## config.mk

```make
export PLATFORM = sky130hd
export DESIGN_NAME = spim_top
export DESIGN_NICKNAME = d
export VERILOG_FILES = /design/src/rtl/spim_pkg.sv /design/src/rtl/spim_regs.sv /design/src/rtl/spim_prescaler.sv /design/src/rtl/spim_shifter.sv /design/src/rtl/spim_top.sv
export SDC_FILE = /design/constraint.sdc
export NUM_CORES = 1
export LEC_CHECK = 0
export BUFFER_PORTS_ARGS = -buffer_cell sky130_fd_sc_hd__buf_4
export CAP_MARGIN = 20
export CORE_ASPECT_RATIO = 0.5
export CORE_UTILIZATION = 50
export DETAILED_ROUTE_END_ITERATION = 8
export PLACE_DENSITY = 0.77
export SYNTH_ARGS = -nofsm -noshare
export SYNTH_HDL_FRONTEND = slang
export SYNTH_SLANG_ARGS = --single-unit
export TNS_END_PERCENT = 50
```

## constraint.sdc

```tcl
create_clock -name clk -period 3.4 [get_ports clk]
set_clock_uncertainty 0.2 [all_clocks]
set_input_delay 0.51 -clock clk [delete_from_list [all_inputs] [get_ports clk]]
set_output_delay 0.51 -clock clk [all_outputs]
set_load 0.005 [all_outputs]
```

## src/rtl/spim_pkg.sv

```systemverilog
package spim_pkg;
  localparam int ADDR_W  = 8;
  localparam int DATA_W  = 32;
  localparam int BYTE_W  = 8;
  localparam int PRESC_W = 3;

  localparam int OFS_STAT = 'h00;
  localparam int OFS_CFG  = 'h10;
  localparam int OFS_CTL  = 'h14;
  localparam int OFS_DATA = 'h20;

  localparam int CFG_MSB = 8;
  localparam int CFG_POL = 6;
  localparam int CFG_RXF = 5;
  localparam int CFG_TXF = 4;

  localparam int CTL_HIZ  = 3;
  localparam int CTL_GOTX = 2;
  localparam int CTL_GORX = 1;
  localparam int CTL_EN   = 0;

  typedef struct packed {
    logic               msb_first;
    logic               pol;
    logic               rx_fall;
    logic               tx_fall;
    logic [PRESC_W-1:0] div;
  } spim_cfg_t;

  localparam spim_cfg_t CFG_RESET = '{msb_first: 1'b1, pol: 1'b1, rx_fall: 1'b0,
                                      tx_fall: 1'b1, div: PRESC_W'(3)};
endpackage

```

## src/rtl/spim_regs.sv

```systemverilog
module spim_regs
  import spim_pkg::*;
#(
  parameter int AW = ADDR_W,
  parameter int DW = DATA_W,
  parameter int BW = BYTE_W
) (
  input  logic          clk,
  input  logic          rst,
  input  logic          bus_req,
  input  logic          bus_we,
  input  logic [AW-1:0] bus_addr,
  input  logic [DW-1:0] bus_wdata,
  output logic [DW-1:0] bus_rdata,
  input  logic          busy_i,
  input  logic          rx_load_i,
  input  logic [BW-1:0] rx_byte_i,
  output spim_cfg_t     cfg_o,
  output logic          ss_en_o,
  output logic          hiz_o,
  output logic [BW-1:0] tx_byte_o,
  output logic          go_tx_o,
  output logic          go_rx_o
);
  logic wr_cfg, wr_ctl, wr_data, rd_req;
  logic [BW-1:0] data_q;
  logic [DW-1:0] rd_mux;

  assign wr_cfg  = bus_req & bus_we & (bus_addr == AW'(OFS_CFG));
  assign wr_ctl  = bus_req & bus_we & (bus_addr == AW'(OFS_CTL));
  assign wr_data = bus_req & bus_we & (bus_addr == AW'(OFS_DATA));
  assign rd_req  = bus_req & ~bus_we;

  // start requests; transmit wins when both bits are written together
  assign go_tx_o = wr_ctl & bus_wdata[CTL_GOTX];
  assign go_rx_o = wr_ctl & bus_wdata[CTL_GORX] & ~bus_wdata[CTL_GOTX];

  always_ff @(posedge clk) begin
    if (rst) begin
      cfg_o   <= CFG_RESET;
      ss_en_o <= 1'b1;
      hiz_o   <= 1'b1;
    end else begin
      if (wr_cfg) begin
        cfg_o.msb_first <= bus_wdata[CFG_MSB];
        cfg_o.pol       <= bus_wdata[CFG_POL];
        cfg_o.rx_fall   <= bus_wdata[CFG_RXF];
        cfg_o.tx_fall   <= bus_wdata[CFG_TXF];
        cfg_o.div       <= bus_wdata[PRESC_W-1:0];
      end
      if (wr_ctl) begin
        ss_en_o <= bus_wdata[CTL_EN];
        hiz_o   <= bus_wdata[CTL_HIZ];
      end
    end
  end

  always_ff @(posedge clk) begin
    if (rst)            data_q <= '0;
    else if (rx_load_i) data_q <= rx_byte_i;
    else if (wr_data)   data_q <= bus_wdata[BW-1:0];
  end
  assign tx_byte_o = data_q;

  always_comb begin
    rd_mux = '0;
    if (bus_addr == AW'(OFS_STAT)) begin
      rd_mux[0] = busy_i;
    end else if (bus_addr == AW'(OFS_CFG)) begin
      rd_mux[CFG_MSB]       = cfg_o.msb_first;
      rd_mux[CFG_POL]       = cfg_o.pol;
      rd_mux[CFG_RXF]       = cfg_o.rx_fall;
      rd_mux[CFG_TXF]       = cfg_o.tx_fall;
      rd_mux[PRESC_W-1:0]   = cfg_o.div;
    end else if (bus_addr == AW'(OFS_CTL)) begin
      rd_mux[CTL_HIZ] = hiz_o;
      rd_mux[CTL_EN]  = ss_en_o;
    end else if (bus_addr == AW'(OFS_DATA)) begin
      rd_mux[BW-1:0] = data_q;
    end
  end

  always_ff @(posedge clk) begin
    if (rst)         bus_rdata <= '0;
    else if (rd_req) bus_rdata <= rd_mux;
  end

  logic unused_wdata;
  assign unused_wdata = ^{bus_wdata[DW-1:CFG_MSB+1], bus_wdata[CFG_MSB-1:CFG_POL+1]};

  // a captured receive byte only arrives while a command is in flight
  assert_load_in_cmd_R6: assert property (@(posedge clk) disable iff (rst)
    rx_load_i |-> busy_i);
endmodule

```

## src/rtl/spim_prescaler.sv

```systemverilog
module spim_prescaler #(
  parameter int PW = spim_pkg::PRESC_W
) (
  input  logic          clk,
  input  logic          rst,
  input  logic          run_i,
  input  logic [PW-1:0] code_i,
  output logic          tick_o
);
  localparam int CNT_W = (1 << PW) - 2;

  logic [CNT_W-1:0] cnt_q, lim;
  logic stop;

  // half-period limit is 2^code - 1: a run of code ones
  always_comb begin
    lim = '0;
    for (int k = 0; k < CNT_W; k++) begin
      if (k < int'(code_i)) lim[k] = 1'b1;
    end
  end

  assign stop   = &code_i;
  assign tick_o = run_i & ~stop & (cnt_q >= lim);

  always_ff @(posedge clk) begin
    if (rst || !run_i || tick_o) cnt_q <= '0;
    else if (!stop)              cnt_q <= cnt_q + CNT_W'(1);
  end

  assert_cnt_in_range_R3: assert property (@(posedge clk) disable iff (rst)
    (run_i && $past(run_i) && !stop && $stable(code_i) && !$past(tick_o)) |-> cnt_q <= lim);
endmodule

```

## src/rtl/spim_shifter.sv

```systemverilog
module spim_shifter #(
  parameter int BW = spim_pkg::BYTE_W,
  parameter logic SCLK_RST = 1'b1
) (
  input  logic          clk,
  input  logic          rst,
  input  logic          go_tx_i,
  input  logic          go_rx_i,
  input  logic [BW-1:0] tx_byte_i,
  input  logic          msb_first_i,
  input  logic          pol_i,
  input  logic          rx_fall_i,
  input  logic          tx_fall_i,
  input  logic          hiz_i,
  input  logic          tick_i,
  input  logic          miso_i,
  output logic          busy_o,
  output logic          sclk_o,
  output logic          mosi_o,
  output logic          mosi_oe_o,
  output logic          rx_load_o,
  output logic [BW-1:0] rx_byte_o
);
  localparam int EDGES  = 2 * BW;
  localparam int ECNT_W = $clog2(EDGES + 1);
  localparam int IDX_W  = $clog2(BW);

  logic              busy_q, is_tx_q, msb_q, pol_q, rxf_q, lead_q;
  logic              sclk_q, mosi_q, oe_q;
  logic [ECNT_W-1:0] ecnt_q, ecnt_n;
  logic [BW-1:0]     tx_q, rx_q, rx_shift, rx_next;
  logic              step, fall_n, last, sample_now;

  // bit index on the line after e edges; lead = launch on the leading edge
  function automatic logic [IDX_W-1:0] bit_idx(input logic [ECNT_W-1:0] e, input logic lead);
    logic [ECNT_W-1:0] h;
    if (lead) h = (e == '0) ? '0 : ((e - ECNT_W'(1)) >> 1);
    else      h = e >> 1;
    if (h > ECNT_W'(BW - 1)) h = ECNT_W'(BW - 1);
    return h[IDX_W-1:0];
  endfunction

  function automatic logic pick(input logic [BW-1:0] b, input logic [IDX_W-1:0] i,
                                input logic msb);
    return msb ? b[IDX_W'(BW - 1) - i] : b[i];
  endfunction

  assign step       = busy_q & tick_i;
  assign fall_n     = sclk_q;
  assign ecnt_n     = ecnt_q + ECNT_W'(1);
  assign last       = (ecnt_n == ECNT_W'(EDGES));
  assign rx_shift   = msb_q ? {rx_q[BW-2:0], miso_i} : {miso_i, rx_q[BW-1:1]};
  assign sample_now = step & ~is_tx_q & (fall_n == rxf_q);
  assign rx_next    = sample_now ? rx_shift : rx_q;
  assign rx_load_o  = step & ~is_tx_q & last;
  assign rx_byte_o  = rx_next;

  always_ff @(posedge clk) begin
    if (rst) begin
      busy_q  <= 1'b0;
      is_tx_q <= 1'b0;
      ecnt_q  <= '0;
      sclk_q  <= SCLK_RST;
      mosi_q  <= 1'b0;
      oe_q    <= 1'b0;
      tx_q    <= '0;
      rx_q    <= '0;
      msb_q   <= 1'b1;
      pol_q   <= SCLK_RST;
      rxf_q   <= 1'b0;
      lead_q  <= 1'b0;
    end else if (!busy_q) begin
      sclk_q <= pol_i;
      mosi_q <= 1'b0;
      oe_q   <= ~hiz_i;
      if (go_tx_i || go_rx_i) begin
        busy_q  <= 1'b1;
        is_tx_q <= go_tx_i;
        ecnt_q  <= '0;
        msb_q   <= msb_first_i;
        pol_q   <= pol_i;
        rxf_q   <= rx_fall_i;
        lead_q  <= (pol_i == tx_fall_i);
        tx_q    <= tx_byte_i;
        rx_q    <= '0;
        if (go_tx_i) begin
          mosi_q <= pick(tx_byte_i, '0, msb_first_i);
          oe_q   <= 1'b1;
        end
      end
    end else begin
      oe_q <= is_tx_q | ~hiz_i;
      if (step) begin
        sclk_q <= ~sclk_q;
        ecnt_q <= ecnt_n;
        rx_q   <= rx_next;
        if (is_tx_q) mosi_q <= pick(tx_q, bit_idx(ecnt_n, lead_q), msb_q);
        if (last)    busy_q <= 1'b0;
      end
    end
  end

  assign busy_o    = busy_q;
  assign sclk_o    = sclk_q;
  assign mosi_o    = mosi_q;
  assign mosi_oe_o = oe_q;

  assert_edge_bound_R7: assert property (@(posedge clk) disable iff (rst)
    ecnt_q <= ECNT_W'(EDGES));
  assert_end_at_idle_R7: assert property (@(posedge clk) disable iff (rst)
    $fell(busy_q) |-> (ecnt_q == ECNT_W'(EDGES)) && (sclk_q == pol_q));
  assert_idle_clock_R7: assert property (@(posedge clk) disable iff (rst)
    (!busy_q && $past(!busy_q)) |-> sclk_q == $past(pol_i));
  assert_start_cause_R10: assert property (@(posedge clk) disable iff (rst)
    $rose(busy_q) |-> $past(go_tx_i || go_rx_i));
  assert_tx_drives_R9: assert property (@(posedge clk) disable iff (rst)
    (busy_q && is_tx_q) |-> mosi_oe_o);
endmodule

```

## src/rtl/spim_top.sv

```systemverilog
module spim_top
  import spim_pkg::*;
(
  input  logic              clk,
  input  logic              rst,
  input  logic              bus_req,
  input  logic              bus_we,
  input  logic [ADDR_W-1:0] bus_addr,
  input  logic [DATA_W-1:0] bus_wdata,
  output logic [DATA_W-1:0] bus_rdata,
  output logic              spi_sclk,
  output logic              spi_mosi,
  output logic              spi_mosi_oe,
  input  logic              spi_miso,
  output logic              spi_ss_n
);
  spim_cfg_t         cfg;
  logic              ss_en, hiz, go_tx, go_rx, busy, tick, rx_load;
  logic [BYTE_W-1:0] tx_byte, rx_byte;
  logic              ss_q;

  spim_regs #(.AW(ADDR_W), .DW(DATA_W), .BW(BYTE_W)) u_regs (
    .clk(clk), .rst(rst), .bus_req(bus_req), .bus_we(bus_we), .bus_addr(bus_addr),
    .bus_wdata(bus_wdata), .bus_rdata(bus_rdata), .busy_i(busy), .rx_load_i(rx_load),
    .rx_byte_i(rx_byte), .cfg_o(cfg), .ss_en_o(ss_en), .hiz_o(hiz), .tx_byte_o(tx_byte),
    .go_tx_o(go_tx), .go_rx_o(go_rx));

  spim_prescaler #(.PW(PRESC_W)) u_presc (
    .clk(clk), .rst(rst), .run_i(busy), .code_i(cfg.div), .tick_o(tick));

  spim_shifter #(.BW(BYTE_W), .SCLK_RST(CFG_RESET.pol)) u_shift (
    .clk(clk), .rst(rst), .go_tx_i(go_tx), .go_rx_i(go_rx), .tx_byte_i(tx_byte),
    .msb_first_i(cfg.msb_first), .pol_i(cfg.pol), .rx_fall_i(cfg.rx_fall),
    .tx_fall_i(cfg.tx_fall), .hiz_i(hiz), .tick_i(tick), .miso_i(spi_miso),
    .busy_o(busy), .sclk_o(spi_sclk), .mosi_o(spi_mosi), .mosi_oe_o(spi_mosi_oe),
    .rx_load_o(rx_load), .rx_byte_o(rx_byte));

  always_ff @(posedge clk) begin
    if (rst) ss_q <= 1'b1;
    else     ss_q <= ss_en;
  end
  assign spi_ss_n = ss_q;

  assert_ss_follows_R8: assert property (@(posedge clk) disable iff (rst)
    $past(!rst) |-> spi_ss_n == $past(ss_en));
  assert_stall_frozen_R4: assert property (@(posedge clk) disable iff (rst)
    (busy && $past(busy) && (&cfg.div) && (&$past(cfg.div))) |-> $stable(spi_sclk));
endmodule

```

==> metrics.md <==
| Metric | Value |
|---|---|
| Layout cells sized above 1 | 0.154 |
| CTS buffer count | 9 |
| Wirelength per Cell | 13.8 um |
| CTS HTree Levels | 3 |
| Status | completed |
| # resized after CTS | 0 |
| Post-Layout Cell Count | 524 |
| Area Growth Syn to Fin | 13.3% |
| Inst Count DP | 509 |
| IO Port Bufs | 34 |
| Remaining global-route overflow | 0 |
| Crit-path cells | or3_1 > ha_1 > nand2b_1 > a21oi_1 > o21a_1 > o21ai_1 > nand3_1 > or2_2 > a211oi_1 > a211oi_1 |
| R2R Path End | u_regs.tx_byte_o[3]$_SDFFE_PP0P_ |
| Top-Level Pins | between 80 and 90 |
| Die width | 120 um |
| Die Span Y | approximately 61 um |
| 1st-pass router iterations | 5 |
| Crit-path most repeated cell | a211oi_1 |
| Max_slew headroom | 0.566 |
| Worst-margin pin slew | approximately 650 ps |
| Total GRT Usage | 0.216 |
| Dpl cell area | 3630 sq um |
| Leakage | between 1.5 and 2 nW |
| WP data required | 3380 ps |
| Row count | 20 |
| Synthesized instance count | 410 |
| Setup violations, final | 0 |
| Vias | 2876 |
| Post-Syn Area per Cell | 8.44 sq um |
| Fill cells | 558 |
| CP peak stage delay | 440 ps |
| Post-CTS Setup Bufs | 0 |
| Slowest CP cell | or2_2 |
| Nets | 485 |
| DRT iter0 DRCs | 123 |
| Synth warn | 0 |
| Fin crit share | 0.854 |
| Drc violations | 0 |
| Vias/cell | 5.49 |
| Clk pin slew, worst setup/hold paths | 50 ps |
| Yosys top cell area share | 0.359 |
| Detailed Place HPWL | 5130 um |
| Most used flip-flop cell after synthesis | dfxtp_1 |
| Total core area | 6360 sq um |
| Max Fanout on Critical Path | 16 |
| Worst path top cell family by delay | simple AND/OR/NAND/NOR gates |
| Initial core utilization | 0.544 |
| Post-synth top area cell | dfxtp_1 |
| Number of global-route vias before repair | 2554 |
| Largest net degree at the start of global routing | 58 |
| Root buf cell | clkbuf_16 |
| Diode count | 0 |
| Critical path type | reg2reg |
| Worst min path class | in2reg |
| Tmin final | 2900 ps |
| Worst setup SP type | flip-flop |
| CTS tree | built |
| Min-delay src | bus_wdata[8] |
| Final TNS setup | 0 ps |
| Max Clock Freq | 344 MHz |
| P per Cell Area | ~420 nW/um^2 |
| Synth Register Bits | 62 |
| Antenna violations before repair | 0 |
| Cell variety after synth | 54 |
| Crit. Startpoint | u_regs.cfg_o[1]$_SDFFE_PP1P_ |
| RR Startpoint | u_regs.cfg_o[1]$_SDFFE_PP1P_ |
| First-pass GRT wire length | 12000 um |
| CP arrival | 2880 ps |
| Final Routed Wirelength | between 7000 and 8000 um |
| Die Area | 7280 sq um |
| # Max-Cap Violations | 0 |
| Final ANT Viol Nets | 0 |
| Hold path endpoint | u_regs.cfg_o[6]$_SDFFE_PP1P_ |
| CTS Sinks | 62 |
| Final Core Density | 0.617 |
| Clk buf depth | 2 |
| WHS Path Cells | 2 |
| Hold-fix buffers, CTS | 0 |
| Worst R2R Path Depth | 10 |
| Synth top area cells | dfxtp_1 (36%), mux2i_1 (8.1%), nor2_1 (6.5%), buf_4 (5.6%), nand2_1 (5.1%) |
| Worst setup EP type | flip-flop |
| Flop-to-flop setup slack | 500 ps |
| Syn Std Cell Area | 3460 sq um |
| Sequential area share after synthesis | 0.359 |
| Final max-slew violation count | 0 |
| FFs w/ async S/R, synth | 0 |
| Post-Layout Inst Area | 3920 sq um |
| Worst VDD drop | 0.000226 V |
| Final hold vios | 0 |
| CP bufs+invs | 0 |
| Number of synthesized flops with an enable pin | 0 |
| Clk_lat worst skew | 330 ps |
| Unrepaired setup endpoints after global routing | no |
| Gp weighted congestion | 0.845 |
## power breakdown
part,switching [W],internal [W]
Clock,0.000300,0.000579
Combinational,0.0000318,0.0000202
Sequential,0.000000432,0.000728
## through the flow
step	hold WS [ps]	total power, W	setup slack, ps
after floorplan	232	0.000786	561
after global placement	253	0.000794	514
after detailed placement	257	0.000795	483
after CTS	190	0.00168	518
after global routing	197	0.00171	373
final	197	0.00166	497
## flip-flops by register name (all words and copies together) (netlist names)
signal             count
u_regs.bus_rdata       9
u_regs.tx_byte_o       8
u_shift.rx_q           8
u_shift.tx_q           8
u_regs.cfg_o           7
u_presc.cnt_q          6
u_shift.ecnt_q         5
spi_ss_n               1
u_regs.hiz_o           1
u_regs.ss_en_o         1
u_shift.busy_o         1
u_shift.is_tx_q        1
u_shift.lead_q         1
u_shift.mosi_o         1
u_shift.mosi_oe_o      1
u_shift.msb_q          1
u_shift.rxf_q          1
u_shift.sclk_o         1
## layout make-up
| cell class | count | area, sq um | area share |
|---|---|---|---|
| sequential | 62 | 1240 | 0.316 |
| timing repair buffer | 38 | 285 | 0.0727 |
| clock inverter | 4 | 47.5 | 0.0121 |
| multi-input combinational | 316 | 1980 | 0.504 |
| inverter | 5 | 18.8 | 0.00478 |
| clock buffer | 11 | 243 | 0.0619 |
| tap | 88 | 110 | 0.0281 |
## worst max path at each step
stage	endpoint	slack, ps	depth (start not counted)
2_1_floorplan	u_regs.tx_byte_o[2]$_SDFFE_PP0P_	560	13
5_1_grt	u_shift.mosi_o$_SDFFE_PP0P_	370	9
3_5_place_dp	u_shift.ecnt_q[1]$_SDFFE_PP0P_	480	9
3_3_place_gp	u_shift.ecnt_q[1]$_SDFFE_PP0P_	510	9
6_report	u_regs.tx_byte_o[3]$_SDFFE_PP0P_	500	10
4_1_cts	u_regs.tx_byte_o[3]$_SDFFE_PP0P_	520	10
## layout by cell type (no fill, tap or decap), types with 7 or more instances in the layout
cell and n:
a211o_1 7, a211oi_1 16, dfxtp_1 62, mux2i_1 28, nor2_1 60, a21oi_1 27, nor2b_1 8, o21ai_0 7
ha_1 8, clkbuf_16 9, conb_1 23, a31oi_1 11, nand2_1 47, buf_4 38
## worst register-to-register path, delay by kind of cell (launching register included)
family | cells | cell delay, ps
fa+ha+maj | 1 | 280
simple gates | 4 | 1050
flops | 1 | 390
compound gates | 5 | 850
## kinds of logic (layout without fill, tap and decap cells)
family | Yosys count | in the layout | share of synthesized area
xor+xnor | 9 | 9 | 0.0228
buf+inv | 54 | 58 | 0.0940
flops | 62 | 62 | 0.359
other cells | 1 | 23 | 0.00108
fa+ha+maj | 9 | 9 | 0.0318
compound gates | 91 | 91 | 0.180
simple gates | 153 | 153 | 0.209
mux | 31 | 31 | 0.103
## routing by layer
layer / global-route usage / vias up / part of all wire
li1: - / 1452 / -
met1: 0.273 / 1340 / 0.48
met2: 0.367 / 75 / 0.46
met3: 0.0470 / 9 / 0.048
met4: 0.0911 / 0 / 0.013
met5: 0 / - / 0
## Yosys cell counts, drive strengths merged (2+ instances only)
| master | n |
|---|---|
| nor2b | 8 |
| nor3 | 5 |
| or3 | 4 |
| buf | 34 |
| o21a | 2 |
| xnor2 | 4 |
| nand3 | 7 |
| a211oi | 16 |
| a222oi | 5 |
| ha | 8 |
| a31oi | 11 |
| and2 | 5 |
| clkbuf | 15 |
| a22oi | 5 |
| nand4 | 3 |
| dfxtp | 62 |
| mux4 | 3 |
| inv | 5 |
| a211o | 7 |
| nand2 | 47 |
| or2 | 2 |
| xor2 | 5 |
| nor2 | 61 |
| o22ai | 2 |
| mux2i | 28 |
| nand2b | 3 |
| nand3b | 4 |
| a21oi | 27 |
| o21ai | 10 |
Power figures use the tool's default switching activity.
